**config.mk**
```make
export PLATFORM = sky130hd
export DESIGN_NAME = txretry_ctrl
export DESIGN_NICKNAME = d
export VERILOG_FILES = /design/src/rtl/txretry_pkg.sv /design/src/rtl/txretry_cnt.sv /design/src/rtl/txretry_enable.sv /design/src/rtl/txretry_fsm.sv /design/src/rtl/txretry_ctrl.sv
export SDC_FILE = /design/constraint.sdc
export NUM_CORES = 1
export LEC_CHECK = 0
export BUFFER_PORTS_ARGS = -buffer_cell sky130_fd_sc_hd__buf_4
export CAP_MARGIN = 20
export CORE_UTILIZATION = 30
export CTS_BUF_LIST = sky130_fd_sc_hd__clkbuf_8
export CTS_CLUSTER_DIAMETER = 50
export DETAILED_ROUTE_END_ITERATION = 6
export RECOVER_POWER = 25
export SETUP_SLACK_MARGIN = 0.2
export SKIP_LAST_GASP = 1
export SLEW_MARGIN = 20
export SYNTH_ARGS = -nofsm -noshare
export SYNTH_HDL_FRONTEND = slang
export SYNTH_HIERARCHICAL = 1
export SYNTH_SLANG_ARGS = --single-unit
```
**constraint.sdc**
```tcl
create_clock -name clk -period 1.8 [get_ports clk]
set_input_delay 0.36 -clock clk [delete_from_list [all_inputs] [get_ports clk]]
set_output_delay 0.36 -clock clk [all_outputs]
set_load 0.01 [all_outputs]
```
**src/rtl/txretry_pkg.sv**
```systemverilog
package txretry_pkg;
  typedef enum logic [1:0] {
    ST_IDLE    = 2'd0,
    ST_SEND    = 2'd1,
    ST_BACKOFF = 2'd2
  } tr_state_e;
endpackage

```
**src/rtl/txretry_cnt.sv**
```systemverilog
// Per-packet collision counter; flags when the next collision is the last allowed.
module txretry_cnt #(
  parameter int MAX_TRIES = 16,
  localparam int CNT_W = $clog2(MAX_TRIES + 1)
) (
  input  logic clk,
  input  logic rst_n,
  input  logic clr,
  input  logic inc,
  output logic last_try
);
  logic [CNT_W-1:0] cnt_q, cnt_d;
  logic             cnt_en;

  always_comb begin
    cnt_en = clr | inc;
    cnt_d  = clr ? '0 : cnt_q + CNT_W'(1);
  end

  always_ff @(posedge clk or negedge rst_n) begin
    if (!rst_n)      cnt_q <= '0;
    else if (cnt_en) cnt_q <= cnt_d;
  end

  assign last_try = (cnt_q == CNT_W'(MAX_TRIES - 1));
endmodule

```
**src/rtl/txretry_enable.sv**
```systemverilog
// Transmit enable flag: software set wins over a hardware clear.
module txretry_enable (
  input  logic clk,
  input  logic rst_n,
  input  logic sw_set,
  input  logic hw_clr,
  output logic en
);
  logic en_q, en_d;

  always_comb begin
    en_d = en_q;
    if (hw_clr) en_d = 1'b0;
    if (sw_set) en_d = 1'b1;
  end

  always_ff @(posedge clk or negedge rst_n) begin
    if (!rst_n) en_q <= 1'b0;
    else        en_q <= en_d;
  end

  assign en = en_q;
endmodule

```
**src/rtl/txretry_fsm.sv**
```systemverilog
// Attempt sequencer: start, collision/backoff loop, completion push.
module txretry_fsm
  import txretry_pkg::*;
#(
  parameter int PNUM_W = 6
) (
  input  logic              clk,
  input  logic              rst_n,
  input  logic              tx_en,
  input  logic              pkt_avail,
  input  logic [PNUM_W-1:0] pkt_num,
  input  logic              col_pulse,
  input  logic              done_pulse,
  input  logic              backoff_done,
  input  logic              last_try,
  output logic              cnt_clr,
  output logic              cnt_inc,
  output logic              hw_clr,
  output logic              start_req,
  output logic              backoff_trig,
  output logic              cq_push,
  output logic [PNUM_W-1:0] cq_pnum,
  output logic              excess_flag,
  output logic              success_flag
);
  tr_state_e         state_q, state_d;
  logic              start_q, start_d;
  logic              bo_q, bo_d;
  logic              push_q, push_d;
  logic              xs_q, xs_d;
  logic              ok_q, ok_d;
  logic              pnum_ld;
  logic [PNUM_W-1:0] pnum_q;

  always_comb begin
    state_d = state_q;
    start_d = 1'b0;
    bo_d    = 1'b0;
    push_d  = 1'b0;
    xs_d    = 1'b0;
    ok_d    = 1'b0;
    pnum_ld = 1'b0;
    cnt_clr = 1'b0;
    cnt_inc = 1'b0;
    hw_clr  = 1'b0;
    unique case (state_q)
      ST_IDLE: begin
        if (tx_en && pkt_avail) begin
          start_d = 1'b1;
          pnum_ld = 1'b1;
          cnt_clr = 1'b1;
          state_d = ST_SEND;
        end
      end
      ST_SEND: begin
        if (col_pulse) begin
          if (last_try) begin
            push_d  = 1'b1;
            xs_d    = 1'b1;
            hw_clr  = 1'b1;
            state_d = ST_IDLE;
          end else begin
            bo_d    = 1'b1;
            cnt_inc = 1'b1;
            state_d = ST_BACKOFF;
          end
        end else if (done_pulse) begin
          push_d  = 1'b1;
          ok_d    = 1'b1;
          state_d = ST_IDLE;
        end
      end
      ST_BACKOFF: begin
        if (backoff_done) begin
          start_d = 1'b1;
          state_d = ST_SEND;
        end
      end
      default: state_d = ST_IDLE;
    endcase
  end

  always_ff @(posedge clk or negedge rst_n) begin
    if (!rst_n) begin
      state_q <= ST_IDLE;
      start_q <= 1'b0;
      bo_q    <= 1'b0;
      push_q  <= 1'b0;
      xs_q    <= 1'b0;
      ok_q    <= 1'b0;
    end else begin
      state_q <= state_d;
      start_q <= start_d;
      bo_q    <= bo_d;
      push_q  <= push_d;
      xs_q    <= xs_d;
      ok_q    <= ok_d;
    end
  end

  always_ff @(posedge clk or negedge rst_n) begin
    if (!rst_n)       pnum_q <= '0;
    else if (pnum_ld) pnum_q <= pkt_num;
  end

  assign start_req    = start_q;
  assign backoff_trig = bo_q;
  assign cq_push      = push_q;
  assign cq_pnum      = pnum_q;
  assign excess_flag  = xs_q;
  assign success_flag = ok_q;
endmodule

```
**src/rtl/txretry_ctrl.sv**
```systemverilog
module txretry_ctrl #(
  parameter int MAX_TRIES = 16,
  parameter int PNUM_W    = 6
) (
  input  logic              clk,
  input  logic              rst_n,
  input  logic              sw_en_set,
  input  logic              pkt_avail,
  input  logic [PNUM_W-1:0] pkt_num,
  input  logic              col_pulse,
  input  logic              done_pulse,
  input  logic              backoff_done,
  output logic              tx_enable,
  output logic              start_req,
  output logic              backoff_trig,
  output logic              col_ind,
  output logic              cq_push,
  output logic [PNUM_W-1:0] cq_pnum,
  output logic              excess_flag,
  output logic              success_flag
);
  logic cnt_clr, cnt_inc, last_try, hw_clr, bo_int;

  txretry_enable u_en (
    .clk    (clk),
    .rst_n  (rst_n),
    .sw_set (sw_en_set),
    .hw_clr (hw_clr),
    .en     (tx_enable)
  );

  txretry_cnt #(.MAX_TRIES(MAX_TRIES)) u_cnt (
    .clk      (clk),
    .rst_n    (rst_n),
    .clr      (cnt_clr),
    .inc      (cnt_inc),
    .last_try (last_try)
  );

  txretry_fsm #(.PNUM_W(PNUM_W)) u_fsm (
    .clk          (clk),
    .rst_n        (rst_n),
    .tx_en        (tx_enable),
    .pkt_avail    (pkt_avail),
    .pkt_num      (pkt_num),
    .col_pulse    (col_pulse),
    .done_pulse   (done_pulse),
    .backoff_done (backoff_done),
    .last_try     (last_try),
    .cnt_clr      (cnt_clr),
    .cnt_inc      (cnt_inc),
    .hw_clr       (hw_clr),
    .start_req    (start_req),
    .backoff_trig (bo_int),
    .cq_push      (cq_push),
    .cq_pnum      (cq_pnum),
    .excess_flag  (excess_flag),
    .success_flag (success_flag)
  );

  assign backoff_trig = bo_int;
  assign col_ind      = bo_int;
endmodule

```
==> impl_metrics.json <==
{
  "first_iter_violations": 1,
  "detail_route.wl_per_cell_um": 12.84,
  "path_buf_inv": 2,
  "crit_family": "flip-flops",
  "status": "complete, no violations",
  "hold_ws_ns": 0.2767,
  "layout_common_cells": "buf_4, dfrtp_1, mux2_4",
  "final_common_cell": "buf_4",
  "wl_mm": 1.631,
  "p_sw_frac": 0.3116,
  "worstPathArrival_ns": 1.69,
  "grt_busiest_layer": "met2",
  "grt_overflow_total": 0,
  "synthDistinctLibCells": 24,
  "dp_hpwl_mm": 1.152,
  "drt_pass1_iterations": 4,
  "multiInputGateArea_sq_um": 375.4,
  "required_ns": 1.94,
  "final_nets": 113,
  "ys_seq_area_frac": 0.5646,
  "synth-seq-cells": 19,
  "finalHoldViolCount": 0,
  "vdd_ir_drop_max_mv": 0.8223,
  "via_count": 586,
  "period_share": 0.8613,
  "io-pin-count": 26,
  "drive_gt1_frac": 0.5670,
  "crit_path_end_kind": "register",
  "seqPwrFrac": 0.393,
  "cts_tree": "done",
  "die-area_sq_um": 3023,
  "pwr-share-comb": 0.437,
  "p_int_w": 0.001191,
  "grt_max_degree": 20,
  "syn_avg_cell_area_sq_um": 14.27,
  "syn-num-nets": 74,
  "crit_chain": "nor4bb_4 -> buf_4 -> buf_4 -> mux2_4",
  "core_sq_um": 2567,
  "clock_path_buffers": 2,
  "cts_sinks": 19,
  "setup_viol": 0,
  "grt_usage": 0.1244,
  "cts_max_level": 1,
  "place_congestion": 0.6873,
  "clock_skew_ns": 0.005504,
  "p_sw_w": 0.0005389,
  "rsz0062_at_grt": "yes",
  "crit_type": "reg2reg",
  "numCtsBuffers": 3,
  "timing.critical_path.mode_cell": "buf_4",
  "fillers": 252,
  "syn_to_final_growth_pct": 45.47,
  "fp.dieH_um": 54.98,
  "netlist_area_sq_um": 842.1,
  "port_buffers": 25,
  "powerDensity_nw_per_um2": 1412,
  "power_leakage_nw": 0.6082,
  "p_clk_frac": 0.170,
  "die_w_um": 54.98,
  "synth-warning-count": 6,
  "met3_usage": 0.05738,
  "ant_nets": 0,
  "grtUsageMet2": 0.2189,
  "clk_pin_slew_ns": 0.07,
  "max_freq_mhz": 645.0,
  "slew_viol_final": 0,
  "viasPerCell": 4.614,
  "cp_slowest_cell": "dfrtp_1",
  "slew_headroom": 0.3237,
  "antenna_found_initial": 0,
  "tightest_slew_ns": 1.014,
  "setup_tns_ns": 0,
  "worstPathMaxFanout": 7,
  "layout.area.seq_sq_um": 475.5,
  "post-route-min-period_ns": 1.550,
  "slowest_delay_ns": 0.47,
  "syn_inst": 59,
  "grt_pass1_wl_mm": 2.532,
  "grt_pass1_vias": 582,
  "cp-start-kind": "register",
  "start_util": 0.3280,
  "use_met1": 0.1366,
  "clk_latency_ns": 0.26,
  "hold_class": "in2reg",
  "cap_violations": 0,
  "cts_root_buf": "clkbuf_8",
  "drc": 0,
  "antenna_cells": 0,
  "rows": 18
}
-- stage by stage --
step / std cells / area (sq um) / total power (W) / worst slack (ns) / util
2_1_floorplan: 59 / 878.3 / 0.001071 / 0.1959 / -
3_3_place_gp: 114 / 1105 / 0.001306 / 0.2051 / 0.4303
3_5_place_dp: 114 / 1105 / 0.001330 / 0.1562 / 0.4303
4_1_cts: 123 / 1190 / 0.001681 / 0.2018 / 0.4635
5_1_grt: 127 / 1225 / 0.001850 / 0.1589 / 0.4771
6_report: 127 / 1225 / 0.001730 / 0.2496 / 0.4771
-- area by class of cell --
class,instances,area share
timing repair buffer,37,0.2288
clock buffer,3,0.03371
inverter,3,0.009193
sequential,19,0.3882
multi-input combinational,34,0.3064
tap,30,0.03064
clock inverter,1,0.003064
-- cell usage after synthesis (all sizes together) --
cell type,n,area (sq um)
inv,3,11.26
and4b,1,11.26
a21o,1,7.510
and2b,1,7.510
mux2,7,105.1
buf,3,30.03
ha,2,25.02
nor4bb,1,16.27
nor2,5,18.77
mux2i,1,10.01
a21oi,1,5.000
or2,1,6.260
o32ai,1,8.760
and3,1,6.260
nand3b,4,30.03
a211oi,1,7.510
a21bo,1,10.01
nand2b,1,6.260
xnor2,1,8.760
and4bb,1,12.51
or4b,1,10.01
nand4,1,12.51
dfrtp,19,475.5
-- worst register-to-register path: cells and delay by family, from the launching register on --
family                 cells  cell delay (ns)
buffers and inverters      2             0.28
multiplexers               1             0.29
flip-flops                 1             0.47
AND/OR/NAND/NOR            1             0.40
-- metal layers --
layer,vias to the layer above,routed length (um)
li1,282,-
met1,282,671
met2,22,827
met3,0,132
met4,0,0
met5,-,0
-- repair_timing --
action | 4_1_cts | 5_1_grt
hold buffers | 1 | 0
hold endpoints to repair | 19 | 0
gates resized for setup | 0 | 2
setup endpoints to repair | 2 | 7
setup buffers | 4 | 4
pin swaps | 3 | 4
-- cell families (layout without fill, tap and decap cells) --
family / Yosys count / in the layout / synth area share
AO/OA/AOI/OAI: 5 / 5 / 0.04607
flip-flops: 19 / 19 / 0.5646
adder cells (fa/ha/maj): 2 / 2 / 0.02971
AND/OR/NAND/NOR: 18 / 18 / 0.1635
multiplexers: 8 / 8 / 0.1367
buffers and inverters: 6 / 44 / 0.04903
XOR/XNOR: 1 / 1 / 0.01040
-- sequential cells by signal, indices dropped and copies added, names as in the netlist --
register	cells
u_en/en	1
u_fsm/excess_flag	1
u_fsm/state_q	2
u_fsm/start_req	1
u_fsm/backoff_trig	1
u_cnt/cnt_q	5
u_fsm/success_flag	1
u_fsm/cq_push	1
u_fsm/cq_pnum	6
-- final timing paths --
kind | cells after the start | from | end | slack (ns)
setup / recovery | 4 | u_fsm/state_q[0] | u_fsm/cq_pnum[2] | 0.25
hold / removal | 2 | sw_en_set | u_en/en | 0.28
setup reg to reg | 4 | u_fsm/state_q[0] | u_fsm/cq_pnum[2] | 0.25
hold reg to reg | 1 | u_fsm/cq_pnum[2] | u_fsm/cq_pnum[2] | 0.52
max in group asynchronous | 2 | rst_n | u_fsm/cq_pnum[3] | 0.38
min in group asynchronous | 2 | rst_n | u_fsm/backoff_trig | 0.80
-- power by group through the flow --
stage / clock network, W / registers [W] / logic (W)
6_report: 0.000293 / 0.000680 / 0.000756
3_5_place_dp: 0 / 0.000703 / 0.000627
5_1_grt: 0.000318 / 0.000705 / 0.000827
3_3_place_gp: 0 / 0.000694 / 0.000612
2_1_floorplan: 0 / 0.000720 / 0.000351
4_1_cts: 0.000306 / 0.000682 / 0.000693
Note: power is estimated with default switching activity, not from simulation.
